## config.mk

```make
export PLATFORM = sky130hd
export DESIGN_NAME = pio_bank
export DESIGN_NICKNAME = d
export VERILOG_FILES = /design/src/rtl/pio_pkg.sv /design/src/rtl/pio_inputs.sv /design/src/rtl/pio_regs.sv /design/src/rtl/pio_pad_mux.sv /design/src/rtl/pio_bank.sv
export SDC_FILE = /design/constraint.sdc
export NUM_CORES = 1
export LEC_CHECK = 0
export ABC_AREA = 1
export BUFFER_PORTS_ARGS = -buffer_cell sky130_fd_sc_hd__buf_2
export CAP_MARGIN = 15
export CORE_ASPECT_RATIO = 0.9
export CORE_UTILIZATION = 50
export CTS_CLUSTER_SIZE = 30
export DETAILED_ROUTE_END_ITERATION = 6
export GPL_TIMING_DRIVEN = 0
export PLACE_DENSITY = 0.76
export SLEW_MARGIN = 10
export SYNTH_ARGS = -nofsm -noshare
export SYNTH_HDL_FRONTEND = slang
export SYNTH_SLANG_ARGS = --single-unit
export TNS_END_PERCENT = 20
```

## constraint.sdc

```tcl
create_clock -name clk_i -period 1.4 [get_ports clk_i]
set_input_delay 0.07 -clock clk_i [delete_from_list [all_inputs] [get_ports clk_i]]
set_output_delay 0.07 -clock clk_i [all_outputs]
set_load 0.03 [all_outputs]
```

## src/rtl/pio_pkg.sv

```systemverilog
`timescale 1ns/1ps
package pio_pkg;
  localparam int REG_AW = 5;

  typedef enum logic [REG_AW-1:0] {
    A_OWN_SET = 5'd0,  A_OWN_CLR = 5'd1,  A_OWN_ST = 5'd2,
    A_DIR_SET = 5'd3,  A_DIR_CLR = 5'd4,  A_DIR_ST = 5'd5,
    A_FLT_SET = 5'd6,  A_FLT_CLR = 5'd7,  A_FLT_ST = 5'd8,
    A_DAT_SET = 5'd9,  A_DAT_CLR = 5'd10, A_DAT_ST = 5'd11,
    A_LEVEL   = 5'd12,
    A_IEN_SET = 5'd13, A_IEN_CLR = 5'd14, A_IEN_ST = 5'd15,
    A_CHG_ST  = 5'd16,
    A_PU_SET  = 5'd17, A_PU_CLR  = 5'd18, A_PU_ST  = 5'd19,
    A_OD_SET  = 5'd20, A_OD_CLR  = 5'd21, A_OD_ST  = 5'd22,
    A_SEL_A   = 5'd23, A_SEL_B   = 5'd24, A_SEL_ST = 5'd25
  } reg_addr_e;
endpackage

```

## src/rtl/pio_inputs.sv

```systemverilog
`timescale 1ns/1ps
module pio_inputs #(
  parameter int NPINS       = 32,
  parameter int SYNC_STAGES = 2
) (
  input  logic             clk_i,
  input  logic             rst_ni,
  input  logic [NPINS-1:0] pad_i,
  input  logic [NPINS-1:0] flt_en_i,
  output logic [NPINS-1:0] level_o,
  output logic [NPINS-1:0] change_o
);
  localparam int LAST = SYNC_STAGES - 1;

  logic [NPINS-1:0] sync_q [SYNC_STAGES];
  logic [NPINS-1:0] samp, samp_prev_q, level_q, level_prev_q, accept;

  assign samp = sync_q[LAST];

  // filter accepts a sample only when it matches the previous one
  for (genvar i = 0; i < NPINS; i++) begin : g_flt
    assign accept[i] = ~flt_en_i[i] | (samp[i] == samp_prev_q[i]);
  end

  always_ff @(posedge clk_i or negedge rst_ni) begin
    if (!rst_ni) begin
      for (int s = 0; s < SYNC_STAGES; s++) sync_q[s] <= '1;
      samp_prev_q  <= '1;
      level_q      <= '1;
      level_prev_q <= '1;
    end else begin
      sync_q[0] <= pad_i;
      for (int s = 1; s < SYNC_STAGES; s++) sync_q[s] <= sync_q[s-1];
      samp_prev_q  <= samp;
      level_q      <= (level_q & ~accept) | (samp & accept);
      level_prev_q <= level_q;
    end
  end

  assign level_o  = level_q;
  assign change_o = level_q ^ level_prev_q;


  flt_stable_chk: assert property (@(posedge clk_i) disable iff (!rst_ni)
    ((level_q ^ $past(level_q)) & $past(flt_en_i) &
     ($past(samp) ^ $past(samp_prev_q))) == '0);
endmodule

```

## src/rtl/pio_regs.sv

```systemverilog
`timescale 1ns/1ps
module pio_regs
  import pio_pkg::*;
#(
  parameter int NPINS = 32
) (
  input  logic              clk_i,
  input  logic              rst_ni,
  input  logic              bus_we_i,
  input  logic              bus_re_i,
  input  logic [REG_AW-1:0] bus_addr_i,
  input  logic [NPINS-1:0]  bus_wdata_i,
  output logic [NPINS-1:0]  bus_rdata_o,
  input  logic [NPINS-1:0]  level_i,
  input  logic [NPINS-1:0]  change_i,
  output logic [NPINS-1:0]  own_o,
  output logic [NPINS-1:0]  dir_o,
  output logic [NPINS-1:0]  flt_o,
  output logic [NPINS-1:0]  dat_o,
  output logic [NPINS-1:0]  pu_o,
  output logic [NPINS-1:0]  od_o,
  output logic [NPINS-1:0]  bsel_o,
  output logic              irq_o
);
  logic [NPINS-1:0] own_q, dir_q, flt_q, dat_q, pu_q, od_q, bsel_q, ien_q, stat_q;
  logic [NPINS-1:0] rd_mux, rdata_q;
  logic             stat_rd;

  assign stat_rd = bus_re_i && (bus_addr_i == A_CHG_ST);

  always_comb begin
    case (bus_addr_i)
      A_OWN_ST: rd_mux = own_q;
      A_DIR_ST: rd_mux = dir_q;
      A_FLT_ST: rd_mux = flt_q;
      A_DAT_ST: rd_mux = dat_q;
      A_LEVEL:  rd_mux = level_i;
      A_IEN_ST: rd_mux = ien_q;
      A_CHG_ST: rd_mux = stat_q;
      A_PU_ST:  rd_mux = pu_q;
      A_OD_ST:  rd_mux = od_q;
      A_SEL_ST: rd_mux = bsel_q;
      default:  rd_mux = '0;
    endcase
  end

  always_ff @(posedge clk_i or negedge rst_ni) begin
    if (!rst_ni) begin
      own_q   <= '1;
      dir_q   <= '0;
      flt_q   <= '0;
      dat_q   <= '0;
      pu_q    <= '1;
      od_q    <= '0;
      bsel_q  <= '0;
      ien_q   <= '0;
      stat_q  <= '0;
      rdata_q <= '0;
    end else begin
      if (bus_we_i) begin
        case (bus_addr_i)
          A_OWN_SET: own_q  <= own_q  |  bus_wdata_i;
          A_OWN_CLR: own_q  <= own_q  & ~bus_wdata_i;
          A_DIR_SET: dir_q  <= dir_q  |  bus_wdata_i;
          A_DIR_CLR: dir_q  <= dir_q  & ~bus_wdata_i;
          A_FLT_SET: flt_q  <= flt_q  |  bus_wdata_i;
          A_FLT_CLR: flt_q  <= flt_q  & ~bus_wdata_i;
          A_DAT_SET: dat_q  <= dat_q  |  bus_wdata_i;
          A_DAT_CLR: dat_q  <= dat_q  & ~bus_wdata_i;
          A_IEN_SET: ien_q  <= ien_q  |  bus_wdata_i;
          A_IEN_CLR: ien_q  <= ien_q  & ~bus_wdata_i;
          A_PU_SET:  pu_q   <= pu_q   |  bus_wdata_i;
          A_PU_CLR:  pu_q   <= pu_q   & ~bus_wdata_i;
          A_OD_SET:  od_q   <= od_q   |  bus_wdata_i;
          A_OD_CLR:  od_q   <= od_q   & ~bus_wdata_i;
          A_SEL_A:   bsel_q <= bsel_q & ~bus_wdata_i;
          A_SEL_B:   bsel_q <= bsel_q |  bus_wdata_i;
          default: ;
        endcase
      end
      // a change landing with the read survives it
      stat_q <= stat_rd ? change_i : (stat_q | change_i);
      if (bus_re_i) rdata_q <= rd_mux;
    end
  end

  assign own_o       = own_q;
  assign dir_o       = dir_q;
  assign flt_o       = flt_q;
  assign dat_o       = dat_q;
  assign pu_o        = pu_q;
  assign od_o        = od_q;
  assign bsel_o      = bsel_q;
  assign bus_rdata_o = rdata_q;
  assign irq_o       = |(stat_q & ien_q);


  own_set_chk: assert property (@(posedge clk_i) disable iff (!rst_ni)
    bus_we_i && bus_addr_i == A_OWN_SET |=>
      (own_q & $past(bus_wdata_i)) == $past(bus_wdata_i));

  dir_clr_keep_chk: assert property (@(posedge clk_i) disable iff (!rst_ni)
    bus_we_i && bus_addr_i == A_DIR_CLR |=>
      (dir_q & $past(bus_wdata_i)) == '0 &&
      (dir_q & ~$past(bus_wdata_i)) == ($past(dir_q) & ~$past(bus_wdata_i)));

  dat_set_chk: assert property (@(posedge clk_i) disable iff (!rst_ni)
    bus_we_i && bus_addr_i == A_DAT_SET |=>
      (dat_q & $past(bus_wdata_i)) == $past(bus_wdata_i));

  flag_set_chk: assert property (@(posedge clk_i) disable iff (!rst_ni)
    (|change_i) |=> (stat_q & $past(change_i)) == $past(change_i));

  read_clear_chk: assert property (@(posedge clk_i) disable iff (!rst_ni)
    bus_re_i && bus_addr_i == A_CHG_ST && change_i == '0 |=> stat_q == '0);

  mask_all_chk: assert property (@(posedge clk_i) disable iff (!rst_ni)
    bus_we_i && bus_addr_i == A_IEN_CLR && bus_wdata_i == '1 |=> !irq_o);
endmodule

```

## src/rtl/pio_pad_mux.sv

```systemverilog
`timescale 1ns/1ps
module pio_pad_mux #(
  parameter int NPINS = 32
) (
  input  logic [NPINS-1:0] own_i,
  input  logic [NPINS-1:0] dir_i,
  input  logic [NPINS-1:0] dat_i,
  input  logic [NPINS-1:0] od_i,
  input  logic [NPINS-1:0] bsel_i,
  input  logic [NPINS-1:0] pa_out_i,
  input  logic [NPINS-1:0] pa_oe_i,
  input  logic [NPINS-1:0] pb_out_i,
  input  logic [NPINS-1:0] pb_oe_i,
  output logic [NPINS-1:0] pad_out_o,
  output logic [NPINS-1:0] pad_oe_o
);
  for (genvar i = 0; i < NPINS; i++) begin : g_pin
    logic drv, en;
    assign drv = own_i[i] ? dat_i[i] : (bsel_i[i] ? pb_out_i[i] : pa_out_i[i]);
    assign en  = own_i[i] ? dir_i[i] : (bsel_i[i] ? pb_oe_i[i]  : pa_oe_i[i]);
    // open drain: only ever pulls low
    assign pad_oe_o[i]  = en & ~(od_i[i] & drv);
    assign pad_out_o[i] = drv & ~od_i[i];
  end
endmodule

```

## src/rtl/pio_bank.sv

```systemverilog
`timescale 1ns/1ps
module pio_bank
  import pio_pkg::*;
#(
  parameter int NPINS       = 32,
  parameter int SYNC_STAGES = 2
) (
  input  logic              clk_i,
  input  logic              rst_ni,
  input  logic              bus_we_i,
  input  logic              bus_re_i,
  input  logic [REG_AW-1:0] bus_addr_i,
  input  logic [NPINS-1:0]  bus_wdata_i,
  output logic [NPINS-1:0]  bus_rdata_o,
  input  logic [NPINS-1:0]  pad_in_i,
  output logic [NPINS-1:0]  pad_out_o,
  output logic [NPINS-1:0]  pad_oe_o,
  output logic [NPINS-1:0]  pad_pullup_o,
  input  logic [NPINS-1:0]  pa_out_i,
  input  logic [NPINS-1:0]  pa_oe_i,
  input  logic [NPINS-1:0]  pb_out_i,
  input  logic [NPINS-1:0]  pb_oe_i,
  output logic              irq_o
);
  logic [NPINS-1:0] level, change, own, dir, flt, dat, od, bsel;

  pio_inputs #(.NPINS(NPINS), .SYNC_STAGES(SYNC_STAGES)) u_in (
    .clk_i, .rst_ni, .pad_i(pad_in_i), .flt_en_i(flt),
    .level_o(level), .change_o(change)
  );

  pio_regs #(.NPINS(NPINS)) u_regs (
    .clk_i, .rst_ni, .bus_we_i, .bus_re_i, .bus_addr_i, .bus_wdata_i,
    .bus_rdata_o, .level_i(level), .change_i(change),
    .own_o(own), .dir_o(dir), .flt_o(flt), .dat_o(dat), .pu_o(pad_pullup_o),
    .od_o(od), .bsel_o(bsel), .irq_o
  );

  pio_pad_mux #(.NPINS(NPINS)) u_mux (
    .own_i(own), .dir_i(dir), .dat_i(dat), .od_i(od), .bsel_i(bsel),
    .pa_out_i, .pa_oe_i, .pb_out_i, .pb_oe_i, .pad_out_o, .pad_oe_o
  );


  gpio_oe_chk: assert property (@(posedge clk_i) disable iff (!rst_ni)
    ((pad_oe_o ^ dir) & own & ~od) == '0);
endmodule

```

==> qor.yml <==
final_cell_mix: "nand2_1 (896), dfrtp_1 (254), o21ai_0 (238), buf_2 (237), nor2_1 (227)"
drc: 4
power.density_mw_per_mm2: 1571
syn_to_final_growth_pct: 28.42
total_power_mw: 46.22
clock_power_share: 0.303
p_int_mw: 30.00
fin_crit_sh: 1.429
cts_hold_buf: 58
synthesis.instances: 2882
max-slew-margin-rel: 0.4250
rsz0062_at_grt: "true"
drive_above_1_share: 0.2843
static-leakage-power_nw: 13.85
maxSlewViolCount: 0
nets: 3579
dp.cells: 3789
grt_start_max_net_pins: 112
dieHeight_um: 205.1
max_freq_mhz: 499.7
final_common_cell: "nand2_1"
routedWlPerCell_um: 22.09
switchingPower_mw: 16.22
worstSetupPathType: "reg -> out"
worstHoldPathType: "in -> async"
worstPathMaxFanout: 2
synth_top_cell_area_share: 0.2796
grt_use_total: 0.3776
status: "finished, violations left"
drtIter0Drc: 3013
start_util: 0.5061
grt_overflow: 0
antenna_found_initial: 2
cts.sinks: 480
synth_seq_area_share: 0.5365
clk_latency_ps: 620
drv_cap: 0
critPathCaptureType: "primary output"
ir_drop_uv: 1242
die_area_mm2: 0.04669
finClkSkew_ps: 21.01
worstPathArrival_ps: 1930
failed_checks: "design-rule violations, negative hold slack, negative setup slack"
grt_first_pass_wirelength_um: 130200
core.rowCount: 74
final_core_util: 0.6499
drtAntennaViolNets: 0
startpoint_type: "flip-flop"
avgViaCountPerCell: 5.793
swShare: 0.3510
hold-worst-slack_ps: -619.4
gp_congestion: 1.030
num_vias: 23350
crit_required_ps: 1330
combinationalPowerShare: 0.258
hpwlAfterDp_um: 64690
synth.largest_area_cell: "dfrtp_1"
fin_cells: 4030
postSynthRegisterBits: 480
detail_route.wirelength_um: 89040
drtPass1Iterations: 7
synth_fp_nets: 3083
layout_setup_ws_ps: -601.2
io_pins: 330
pwr-share-seq: 0.440
place.port_buffers: 295
ys_types: 26
cts-root-buf: "clkbuf_16"
avgSynthCellArea_um2: 7.950
worst_slew_pin_slew_ps: 862.6
cts_tree: "yes"
synth_area_leaders: "dfrtp_1 (28%), dfstp_2 (26%), nand2_1 (15%), o21ai_0 (5.9%), nor2_1 (4.1%)"
h-tree-depth: 2
hold_viol_final: 201
fin_crit_ps: 2001
grt_pass1_vias: 21830
cts.path.max_buffers: 3
setup_viol: 120
core_mm2: 0.04528
ys_warn_count: 0
fp.dieW_um: 227.6
cts.clk_slew.worst_paths_ps: 70
syn_area_mm2: 0.02291
cts_buffers: 50
final cells by class:
type | instances | area, um^2
well taps | 608 | 760.7
multi-input cells | 2031 | 9772
clock inverters | 21 | 255.2
repair buffers | 444 | 3381
fillers | 3731 | 15850
flip-flops and latches | 480 | 12290
clock buffers | 72 | 1464
inverters | 208 | 789.5
diodes | 3 | 7.507
plain buffers | 163 | 699.4
worst max-delay path: stages (launching register included):
cell and delay [ps]:
dfrtp_1 400, nand2_2 140, nand4_1 200, nor2_1 150, nand4_1 210, buf_6 220
metrics by stage:
stage	setup TNS [ps]	setup WS (ps)	area, um^2
detailed placement	-208360	-942.5	25270
CTS	-25150	-588.6	28950
finish	-27180	-601.2	29420
global placement	-3911720	-9281	25150
global route	-32070	-616.2	29420
floorplan	0	61.31	22910
cell families after synthesis:
family / after synthesis / share of synthesized area
buf+inv: 371 / 0.06367
simple gates: 1478 / 0.2675
compound gates: 521 / 0.1201
flops: 480 / 0.5365
xor+xnor: 32 / 0.01223
path summary, 6_finish.rpt:
path                                   startpoint                          to  slack [ps]  depth (start not counted)
max in group asynchronous                  rst_ni       u_regs.bus_rdata_o[9]         520                          3
worst max-delay path            u_regs.stat_q[21]                       irq_o        -600                          5
worst max register to register          flip-flop      u_regs.bus_rdata_o[18]         -80                          6
worst min register to register    u_in.sync_q[51]               u_in.samp[19]         350                          0
min in group clk_i                  bus_addr_i[1]                   flip-flop        -140                          4
worst min-delay path                       rst_ni  asynchronous set/reset pin        -620                          1
power groups by stage:
stage | Clock [mW] | Combinational [mW] | Sequential (mW)
after detailed placement | 0 | 8.87 | 20.1
after global routing | 14.6 | 12.9 | 20.5
final | 14.0 | 11.9 | 20.3
after floorplan | 0 | 5.33 | 19.5
after global placement | 0 | 8.56 | 20.0
after CTS | 14.1 | 11.2 | 20.0
cells in the mapped netlist:
library cell  number
buf_4              1
nor4_2             2
buf_2             41
dfrtp_1          256
o31ai_1           40
nor2_2             9
a21oi_1           95
inv_2              5
o21ai_0          271
xnor2_1           32
nand4_2            1
clkbuf_2           9
clkbuf_1          95
dfstp_2          224
inv_1            202
clkinv_1           1
buf_1             17
nor3_1             1
nand4_1          139
nand2_1          941
nor2_1           250
nor3_2             3
nand3_1          132
o21ai_1           82
a31oi_1           32
o221ai_1           1
metal layers:
layer,GRT usage,wire length (um),vias to the layer above
li1,-,-,10450
met1,0.5406,36880,11270
met2,0.5422,38100,1389
met3,0.1007,10450,232
met4,0.1512,3607,2
met5,0,8,-
timing repair:
action                                  CTS  global route
buffers inserted                         73            19
hold endpoints to repair                328           122
endpoints found under the setup margin  214           295
pin swaps                                41            46
resized for setup                       331           114
Power figures use the tool's default switching activity.
